$ cat config.mk
export PLATFORM = sky130hd
export DESIGN_NAME = quad_reduce_unit
export DESIGN_NICKNAME = d
export VERILOG_FILES = /design/src/rtl/quad_pkg.sv /design/src/rtl/quad_capture.sv /design/src/rtl/quad_sum.sv /design/src/rtl/quad_and.sv /design/src/rtl/quad_reduce_unit.sv
export SDC_FILE = /design/constraint.sdc
export NUM_CORES = 1
export LEC_CHECK = 0
export ABC_AREA = 1
export ABC_CLOCK_PERIOD_IN_PS = 5300
export BUFFER_PORTS_ARGS = -buffer_cell sky130_fd_sc_hd__buf_2
export CAP_MARGIN = 25
export CELL_PAD_IN_SITES_DETAIL_PLACEMENT = 1
export CELL_PAD_IN_SITES_GLOBAL_PLACEMENT = 1
export CORE_ASPECT_RATIO = 1.2
export CORE_MARGIN = 4
export CORE_UTILIZATION = 30
export DETAILED_ROUTE_END_ITERATION = 10
export PLACE_DENSITY = 0.67
export SETUP_SLACK_MARGIN = 0.02
export SYNTH_ARGS = -nofsm -noshare
export SYNTH_HDL_FRONTEND = slang
export SYNTH_SLANG_ARGS = --single-unit
$ cat constraint.sdc
create_clock -name clk -period 5.3 [get_ports clk]
set_clock_uncertainty 0.1 [all_clocks]
set_input_delay 1.06 -clock clk [delete_from_list [all_inputs] [get_ports clk]]
set_output_delay 1.06 -clock clk [all_outputs]
set_load 0.02 [all_outputs]
$ cat src/rtl/quad_pkg.sv
package quad_pkg;
  // Default operand width and operand count for the reduction unit.
  localparam int unsigned OPND_W = 8;
  localparam int unsigned OPND_N = 4;
endpackage

$ cat src/rtl/quad_capture.sv
module quad_capture #(
  parameter int unsigned W = quad_pkg::OPND_W,
  parameter int unsigned N = quad_pkg::OPND_N
) (
  input  logic                 clk,
  input  logic                 rst,
  input  logic [N-1:0][W-1:0]  d_i,
  output logic [N-1:0][W-1:0]  q_o
);

  // One register per operand lane. The lanes load on every edge, with no enable.
  for (genvar g = 0; g < N; g++) begin : g_lane
    always_ff @(posedge clk) begin
      if (rst) q_o[g] <= '0;
      else     q_o[g] <= d_i[g];
    end

    assert_lane_clear_R1 : assert property (@(posedge clk)
      rst |=> (q_o[g] == '0));

    assert_lane_load_R2 : assert property (@(posedge clk) disable iff (rst)
      1'b1 |=> (q_o[g] == $past(d_i[g])));
  end

endmodule

$ cat src/rtl/quad_sum.sv
module quad_sum #(
  parameter int unsigned W = quad_pkg::OPND_W,
  parameter int unsigned N = quad_pkg::OPND_N
) (
  input  logic [N-1:0][W-1:0] opnd_i,
  output logic [W-1:0]        sum_o
);

  // A W-bit accumulator drops the carry at every step, which wraps the result modulo 2^W.
  always_comb begin
    sum_o = '0;
    for (int k = 0; k < int'(N); k++) begin
      sum_o = sum_o + opnd_i[k];
    end
  end

endmodule

$ cat src/rtl/quad_and.sv
module quad_and #(
  parameter int unsigned W = quad_pkg::OPND_W,
  parameter int unsigned N = quad_pkg::OPND_N
) (
  input  logic [N-1:0][W-1:0] opnd_i,
  output logic [W-1:0]        and_o
);

  always_comb begin
    and_o = '1;
    for (int k = 0; k < int'(N); k++) begin
      and_o = and_o & opnd_i[k];
    end
  end

endmodule

$ cat src/rtl/quad_reduce_unit.sv
module quad_reduce_unit #(
  parameter int unsigned W = quad_pkg::OPND_W
) (
  input  logic         clk,
  input  logic         rst,
  input  logic [W-1:0] opnd0_i,
  input  logic [W-1:0] opnd1_i,
  input  logic [W-1:0] opnd2_i,
  input  logic [W-1:0] opnd3_i,
  output logic [W-1:0] sum_o,
  output logic [W-1:0] and_o
);

  localparam int unsigned N = 4;

  logic [N-1:0][W-1:0] live_opnd;
  logic [N-1:0][W-1:0] held_opnd;

  assign live_opnd = {opnd3_i, opnd2_i, opnd1_i, opnd0_i};

  quad_capture #(.W(W), .N(N)) i_capture (
    .clk (clk),
    .rst (rst),
    .d_i (live_opnd),
    .q_o (held_opnd)
  );

  quad_sum #(.W(W), .N(N)) i_sum (
    .opnd_i (held_opnd),
    .sum_o  (sum_o)
  );

  quad_and #(.W(W), .N(N)) i_and (
    .opnd_i (held_opnd),
    .and_o  (and_o)
  );

  // The output ports checked against the operand ports one edge earlier.
  assert_outputs_zero_R1 : assert property (@(posedge clk)
    rst |=> (sum_o == '0 && and_o == '0));

  assert_sum_wraps_R3 : assert property (@(posedge clk) disable iff (rst)
    1'b1 |=> (sum_o == W'($past(opnd0_i) + $past(opnd1_i)
                          + $past(opnd2_i) + $past(opnd3_i))));

  assert_and_bitwise_R4 : assert property (@(posedge clk) disable iff (rst)
    1'b1 |=> (and_o == ($past(opnd0_i) & $past(opnd1_i)
                        & $past(opnd2_i) & $past(opnd3_i))));

  assert_all_ones_R6 : assert property (@(posedge clk) disable iff (rst)
    (and_o == {W{1'b1}}) |-> (sum_o == ({W{1'b1}} - W'(3))));

endmodule

==> flow_summary.rst, run 1 <==
.. list-table::
   :header-rows: 1

   * - Metric
     - Value
   * - Final net count
     - 344
   * - Peak per-stage delay on the critical path
     - between 0.5 and 0.6 ns
   * - Status
     - completed
   * - Power density cells
     - 287 nW/um^2
   * - Std-Cell Rows
     - 30
   * - Peak clock frequency supported by timing
     - 0.240 GHz
   * - Count of vias placed by the detailed router
     - 1403
   * - GRT Total Usage
     - 10.6%
   * - Setup Fix Bufs, Post-CTS
     - 0
   * - Number of clock buffers inserted by TritonCTS
     - 5
   * - Post-Route M1 WL
     - 1350 um
   * - Minimum clock period
     - 4.16 ns
   * - Share of cell area taken by muxes after synthesis
     - 0%
   * - Final number of max-transition violations
     - 0
   * - Die X-Extent
     - 78.7 um
   * - Root buf cell
     - sky130_fd_sc_hd__clkbuf_8
   * - Slew at the pin closest to its max-slew limit
     - 0.541 ns
   * - Mean cell area of the mapped netlist
     - about 7.9 sq um
   * - Post-synthesis net count
     - approximately 290
   * - Flip-flop count of the largest register after layout
     - 32
   * - Cell class contributing the biggest share of worst-path delay
     - adder cells
   * - Detail-routed net length per standard cell
     - 9.52 um
   * - Via count normalized by instance count
     - about 3.9
   * - Worst path slowest cell
     - sky130_fd_sc_hd__fa_1
   * - Starting density of the core
     - 31.3%
   * - Initial antenna violation count
     - 0
   * - Share of synthesized area occupied by flip-flops and latches
     - 35.6%
   * - Highest ir drop seen on vdd
     - 0.131 mV
   * - Aggregate global routing overflow
     - 0
   * - Adder-Cell Fraction of Synth Area
     - 26.0%
   * - First-pass GRT wire length
     - 6080 um
   * - DRC viols
     - 0
   * - Simple-gate area share of the yosys netlist
     - 18.1%
   * - Area enclosed by the die boundary
     - 7310 sq um
   * - Number of buffers inserted by hold repair at cts
     - 0
   * - Highest signal layer in the routed design
     - met4
   * - Clock sink total
     - 32
   * - Number of violations reported at the end of detailed-routing iteration 0
     - 17
   * - Antenna-violating nets left
     - 0
   * - Final Setup Violations
     - 0
   * - Number of top-level design ports
     - 50
   * - Count of TritonRoute iterations in the first routing pass
     - 4
   * - Share of the core filled with cells
     - 38.3%
   * - Final hold violation count
     - 0
   * - RSZ-0062 raised after global routing
     - false
   * - Signed area change from the synthesized netlist to the final layout
     - 22.2%
   * - Total inserted antenna cells
     - 0
   * - Number of max-cap violations
     - 0
   * - CTS tree
     - built
   * - Kind of critical path
     - flop to primary output
   * - Cell count after synthesis
     - 228
   * - Core Box Area
     - 5740 sq um
   * - Post-route setup TNS
     - 0 ns
   * - CP Max Fanout
     - 3
   * - Clk pin slew, worst setup/hold paths
     - 0.05 ns
   * - Post-DP HPWL
     - 3010 um
   * - Part of the cycle the worst path needs
     - between 70% and 80%
   * - Biggest registers after layout
     - i_capture.q_o: 32 flops
   * - Post-synth top area share
     - 35.6%
   * - Die outline height
     - 92.8 um
   * - Register ranked first by flip-flop count
     - i_capture.q_o
   * - Met2 WL
     - between 1500 and 2000 um
   * - Total wire length
     - roughly 3400 um
   * - PostCTS Resize Cnt
     - 0
   * - Leading post-synthesis cells by cell area
     - sky130_fd_sc_hd__dfxtp_1, sky130_fd_sc_hd__inv_1, sky130_fd_sc_hd__fa_1
   * - Combinational family with the most area after synthesis
     - adder cells
   * - Cell area after technology mapping
     - ~1800 sq um
   * - Ordered cell list for the critical path
     - inv_1 -> fa_1 -> inv_1 -> fa_1 -> ha_1 -> inv_1 -> fa_1 -> nor3_1 -> nor2_1 -> nand3_2 -> nand2_1 -> buf_2
   * - Required time at the worst-slack endpoint
     - just over 4 ns
   * - Number of levels the H-tree was split into
     - 2
   * - Quantity of I/O buffers inserted on ports
     - 49
   * - Startpoint types
     - flop
   * - Static Leak
     - 1.27 nW
   * - Worst Hold Class
     - input port to flop
   * - Post-synth top area cell
     - sky130_fd_sc_hd__dfxtp_1
   * - Maximum buffer depth of the clock tree
     - 2
   * - Share of cells above drive strength 1
     - 19.7%
   * - Kind of capture point of the worst setup path
     - primary output
   * - Post-synth cell types
     - 18
   * - Seq cells post-synth
     - 32
   * - Via count of the first global-routing pass
     - roughly 1500
   * - Synth warn
     - 0
   * - Share of the synthesized netlist area taken by xor and xnor gates
     - 2.43%
   * - Combined buffer and inverter count along the critical path
     - 4
   * - Global placer's final weighted congestion
     - 0.759
   * - Synth Area in Compound Gates
     - 1.18%
   * - Worst Path Arrival
     - 3.00 ns
   * - Routed wire length on met3
     - about 130 um
   * - Tightest slew margin relative to the limit
     - 63.9%
   * - Pin count of the biggest net entering global routing
     - 33
placed cells by master, fill, tap and decap left out, drive strengths merged:
master  synthesis  layout
fa             14      14
clkbuf          0       5
nor2           40      40
and3            2       2
buf             3      49
ha             15      15
a21oi           3       3
nor3            1       1
xnor2           3       3
clkinv          1       1
xor2            2       2
inv            75      75
dfxtp          32      32
nand2          25      25
nand4           2       2
a31oi           1       1
nand3           8       8
nand2b          1       1
power breakdown:
group / total (mW) / switching [mW] / leakage, nW / internal (mW)
combinational: 0.214 / 0.130 / 0.968 / 0.0837
sequential: 0.261 / 0.00689 / 0.267 / 0.254
clock: 0.155 / 0.0713 / 0.0359 / 0.0842
total: 0.630 / 0.208 / 1.27 / 0.422
logic make-up after synthesis:
family	count (synthesis)
buf+inv	79
simple gates	79
fa+ha+maj	29
xor+xnor	5
compound gates	4
flops	32
synthesized netlist by cell type, drive strengths merged:
cell type,count
dfxtp,32
nor3,1
nand2b,1
a21oi,3
nor2,40
xor2,2
inv,75
nand4,2
and3,2
ha,15
buf,3
nand2,25
clkinv,1
fa,14
a31oi,1
nand3,8
xnor2,3
layout make-up:
class,count,area [sq um]
Multi-Input combinational cell,117,858
Sequential cell,32,641
Timing Repair Buffer,49,245
Tap cell,80,100
Inverter,76,285
Fill cell,744,3540
Clock buffer,5,68.8
per-stage QoR:
stage | instances | setup WS (ns) | hold slack (ns) | total power, mW | instance area, sq um
after floorplan | 228 | 1.52 | 1.03 | 0.420 | 1800
after global placement | 354 | 1.49 | 1.16 | 0.478 | 2130
after detailed placement | 354 | 1.42 | 1.17 | 0.486 | 2130
after CTS | 359 | 1.10 | 0.883 | 0.646 | 2200
after global routing | 359 | 0.901 | 0.884 | 0.683 | 2200
final | 359 | 1.14 | 0.888 | 0.630 | 2200
per-layer routing:
metal,vias up,GRT usage (%)
met4,0,4.81
met2,25,20.8
met3,5,2.24
met1,636,10.3
li1,737,-
met5,-,0
final timing paths:
check | start | end | slack, ns | cells after the start
setup / recovery | i_capture.q_o[1]$_SDFF_PP0_ | sum_o[7] | 1.14 | 12
hold / removal | opnd1_i[6] | i_capture.q_o[14]$_SDFF_PP0_ | 0.89 | 3
No activity file was read; power rests on OpenSTA's default activity.
==> inputs of run 2 (changes only) <==
--- a/config.mk
+++ b/config.mk
@@ -5,8 +5,8 @@
 export SDC_FILE = /design/constraint.sdc
 export NUM_CORES = 1
 export LEC_CHECK = 0
-export ABC_AREA = 1
-export ABC_CLOCK_PERIOD_IN_PS = 5300
+export ABC_AREA = 0
+export ABC_CLOCK_PERIOD_IN_PS = 3900
 export BUFFER_PORTS_ARGS = -buffer_cell sky130_fd_sc_hd__buf_2
 export CAP_MARGIN = 25
 export CELL_PAD_IN_SITES_DETAIL_PLACEMENT = 1
@@ -15,7 +15,7 @@
 export CORE_MARGIN = 4
 export CORE_UTILIZATION = 30
 export DETAILED_ROUTE_END_ITERATION = 10
-export PLACE_DENSITY = 0.67
+export PLACE_DENSITY = 0.65
 export SETUP_SLACK_MARGIN = 0.02
 export SYNTH_ARGS = -nofsm -noshare
 export SYNTH_HDL_FRONTEND = slang
==> constraint.sdc (replaced) <==
create_clock -name clk -period 3.9 [get_ports clk]
set_clock_uncertainty 0.1 [all_clocks]
set_input_delay 0.78 -clock clk [delete_from_list [all_inputs] [get_ports clk]]
set_output_delay 0.78 -clock clk [all_outputs]
set_load 0.02 [all_outputs]
==> flow_summary.rst, run 2 <==
.. list-table::
   :header-rows: 1

   * - Metric
     - Value
   * - Peak per-stage delay on the critical path
     - 0.52 ns (about the same)
   * - Post-synth top area cell
     - sky130_fd_sc_hd__dfxtp_1
   * - Most common cell after layout, fill and taps aside
     - sky130_fd_sc_hd__buf_2
   * - Ordered cell list for the critical path
     - inv_2 -> fa_1 -> inv_1 -> fa_1 -> ha_2 -> inv_2 -> fa_2 -> nor2b_4 -> nor3_2 -> o21bai_2 -> a21oi_2 -> xnor2_1 -> buf_4
   * - Final Setup Violations
     - 1 (+1)
   * - Proportion of synthesized flip-flops having asynchronous set or reset
     - 0% (unchanged)
   * - Startpoint types
     - flop
   * - Root buf cell
     - sky130_fd_sc_hd__clkbuf_8
   * - Number of levels the H-tree was split into
     - 2 (unchanged)
   * - Maximum buffer depth of the clock tree
     - 2 (unchanged)
   * - Area post-placement
     - 1990 sq um (-6.6%)
   * - Static Leak
     - 1.10 nW (-14%)
   * - Area enclosed by the die boundary
     - 6860 sq um (-6.1%)
   * - Post-route setup TNS
     - -0.0219 ns (-0.0219 ns)
   * - Peak clock frequency supported by timing
     - 0.255 GHz
   * - RSZ-0062 raised after global routing
     - true
   * - DP Worst Slack
     - 0.0733 ns (-1.34 ns)
   * - Pin count of the biggest net entering global routing
     - 33 (unchanged)
   * - Minimum clock period
     - 3.92 ns
   * - Most frequently used flop master after synthesis
     - sky130_fd_sc_hd__dfxtp_1
   * - Count of vias placed by the detailed router
     - 1161 (-17%)
   * - Leading cell types by count after synthesis
     - sky130_fd_sc_hd__inv_1, sky130_fd_sc_hd__dfxtp_1, sky130_fd_sc_hd__nor2b_1, sky130_fd_sc_hd__ha_1, sky130_fd_sc_hd__fa_1
   * - Clock sink total
     - 32 (unchanged)
   * - Worst path slowest cell
     - sky130_fd_sc_hd__fa_1
   * - Aggregate global routing overflow
     - 0 (unchanged)
   * - Share of synthesized area occupied by flip-flops and latches
     - 38.2% (+2.6 points)
   * - Final number of max-transition violations
     - 0 (unchanged)
   * - Tightest slew margin relative to the limit
     - 62.3% (-1.6 points)
   * - Core Box Area
     - 5370 sq um (-6.5%)
   * - Share of cells above drive strength 1
     - 34.7% (+15 points)
   * - Final hold violation count
     - 0 (unchanged)
   * - Synth warn
     - 0 (unchanged)
   * - Count of flip-flops with a built-in enable after synthesis
     - 0 (unchanged)
   * - GRT Total Usage
     - 9.31% (-1.3 points)
   * - Initial antenna violation count
     - 0 (unchanged)
   * - Total wire length
     - 3100 um (-9.4%)
   * - Simple-gate area share of the yosys netlist
     - 16.8% (-1.3 points)
   * - Highest ir drop seen on vdd
     - 0.245 mV (+86%)
   * - Share of the synthesized netlist area taken by xor and xnor gates
     - 4.18% (+1.7 points)
   * - Total inserted antenna cells
     - 0 (unchanged)
   * - Slew at the pin closest to its max-slew limit
     - 0.565 ns (+0.0237 ns)
   * - Number of buffers inserted by hold repair at cts
     - 0 (unchanged)
   * - Die outline height
     - 89.9 um (-3.1%)
   * - Antenna-violating nets left
     - 0 (unchanged)
   * - Post-synth top area share
     - 38.2% (+2.6 points)
   * - Leading post-synthesis cells by cell area
     - sky130_fd_sc_hd__dfxtp_1, sky130_fd_sc_hd__fa_1, sky130_fd_sc_hd__nor2b_1
   * - Biggest registers after layout
     - i_capture.q_o: 32 flops
   * - Via count normalized by instance count
     - 4.13 (+5.7%)
   * - Share of the core filled with cells
     - 40.2% (+2.0 points)
   * - Final net count
     - 281 (-18%)
   * - Seq cells post-synth
     - 32 (unchanged)
   * - Leading cell types in the layout, fill and taps excluded
     - sky130_fd_sc_hd__buf_2, sky130_fd_sc_hd__inv_1, sky130_fd_sc_hd__nor2b_1
   * - Required time at the worst-slack endpoint
     - 3.02 ns (-1.12 ns)
   * - Number of clock buffers inserted by TritonCTS
     - 5 (unchanged)
   * - Most numerous cell in the Yosys netlist
     - sky130_fd_sc_hd__inv_1
   * - Mean cell area of the mapped netlist
     - 10.4 sq um (+31%)
   * - Number of top-level design ports
     - 50 (unchanged)
   * - Signed area change from the synthesized netlist to the final layout
     - 28.8%
   * - Register ranked first by flip-flop count
     - i_capture.q_o
   * - Synth Area in Compound Gates
     - 4.03% (+2.8 points)
   * - Number of violations reported at the end of detailed-routing iteration 0
     - 6 (-11)
   * - Clk pin slew, worst setup/hold paths
     - 0.07 ns (+0.02 ns)
   * - Post-DP HPWL
     - 2480 um (-17%)
   * - Cell area after technology mapping
     - 1680 sq um (-6.7%)
   * - Fin area
     - 2160 sq um (-1.7%)
   * - Combinational family with the most area after synthesis
     - adder cells
   * - Worst Path Arrival
     - 3.04 ns (+0.04 ns)
   * - Number of max-cap violations
     - 0 (unchanged)
   * - Share of cell area taken by muxes after synthesis
     - 0% (unchanged)
   * - Adder-Cell Fraction of Synth Area
     - 27.9% (+1.9 points)
   * - Kind of capture point of the worst setup path
     - primary output
   * - Worst Hold Class
     - input port to flop
   * - Detail-routed net length per standard cell
     - 11.0 um (+16%)
   * - Cell count after synthesis
     - 162 (-29%)
   * - Least setup slack across all paths after layout
     - -0.0219 ns (-1.16 ns)
   * - Part of the cycle the worst path needs
     - 101%
   * - Quantity of I/O buffers inserted on ports
     - 49 (unchanged)
   * - Std-Cell Rows
     - 29 (-3.3%)
   * - Starting density of the core
     - 31.2% (-0.085 points)
   * - Status
     - complete, but fails checks
   * - DRC viols
     - 0 (unchanged)
   * - Setup crit start
     - i_capture.q_o[1]$_SDFF_PP0_
   * - Violations in the final reports
     - setup timing
   * - CP Max Fanout
     - 2 (-1)
   * - Min-Delay Startpoint
     - opnd3_i[0]
   * - Kind of critical path
     - flop to primary output
   * - Flip-flop count of the largest register after layout
     - 32 (unchanged)
   * - Via count of the first global-routing pass
     - 1202 (-22%)
   * - Post-synthesis net count
     - 225 (-23%)
   * - First-pass GRT wire length
     - 5050 um (-17%)
   * - Count of TritonRoute iterations in the first routing pass
     - 2 (-2)
   * - Post-synth cell types
     - 17 (-1)
   * - Power density cells
     - 461 nW/um^2 (+61%)
   * - Global placer's final weighted congestion
     - 0.693 (-8.7%)
   * - Die X-Extent
     - 76.3 um (-3.1%)
   * - CTS tree
     - built
==> run 2: cell types whose count changed in the layout (fill, tap and decap cells not counted), moves of 3 or more <==
| cell | change |
|---|---|
| sky130_fd_sc_hd__xnor2_1 | +4 |
| sky130_fd_sc_hd__nor2b_1 | +32 |
| sky130_fd_sc_hd__dfxtp_2 | +4 |
| sky130_fd_sc_hd__a21oi_2 | +3 |
| sky130_fd_sc_hd__nand2_1 | -25 |
| sky130_fd_sc_hd__nand3_1 | -7 |
| sky130_fd_sc_hd__nor2_1 | -38 |
| sky130_fd_sc_hd__inv_1 | -41 |
| sky130_fd_sc_hd__buf_4 | +5 |
| sky130_fd_sc_hd__and3_1 | +6 |
| sky130_fd_sc_hd__inv_2 | +3 |
| sky130_fd_sc_hd__dfxtp_1 | -4 |
==> run 2: area by class of cell <==
class	instances	area, sq um
Clock buffer	7	96.3
Tap cell	62	77.6
Fill cell	621	3210
Clock inverter	1	30.0
Sequential cell	32	646
Inverter	37	139
Multi-Input combinational cell	90	900
Timing Repair Buffer	52	273
==> run 2: cell families after synthesis <==
group | count (synthesis)
AOI/OAI and AO/OA | 9
xor gates and xnor gates | 8
adders and majority gates | 29
buffers and inverters | 40
DFF | 32
and+or+nand+nor | 44
==> run 2: path summary, 6_finish.rpt <==
check / end / cells after the start
setup / recovery: sum_o[7] / 13
hold / removal: i_capture.q_o[24]$_SDFF_PP0_ / 2
==> run 2: critical path: cells and delay by family, from the launching register on <==
family	cells	cell delay [ns]
fa+ha+maj	4	1.56
simple gates	2	0.18
flops	1	0.33
buf+inv	4	0.30
xor+xnor	1	0.17
compound gates	2	0.20
==> run 2: repair_timing <==
| item | CTS | global route |
|---|---|---|
| endpoints found under the setup margin | 2 | 2 |
| setup buffers | 2 | 1 |
| pin swaps | 7 | 2 |
| resized for setup | 7 | 5 |
==> run 2: power breakdown <==
part	internal (mW)	leakage (nW)	switching, mW
Combinational	0.137	0.763	0.162
Sequential	0.345	0.268	0.00932
Clock	0.225	0.0645	0.117
Total	0.708	1.10	0.289
==> run 2: stage by stage <==
step | std cells | total power, mW | hold slack [ns]
detailed placement | 270 | 0.647 | 0.895
global placement | 270 | 0.642 | 0.892
global route | 281 | 1.06 | 0.597
CTS | 280 | 1.01 | 0.600
finish | 281 | 0.997 | 0.606
floorplan | 162 | 0.564 | 0.752
==> run 2: per-layer routing <==
layer / GRT usage, % / part of all wire (%)
met2: 16.9 / 54
met5: 0 / 0
met1: 9.23 / 38
met4: 5.89 / 2.7
met3: 2.60 / 5.4
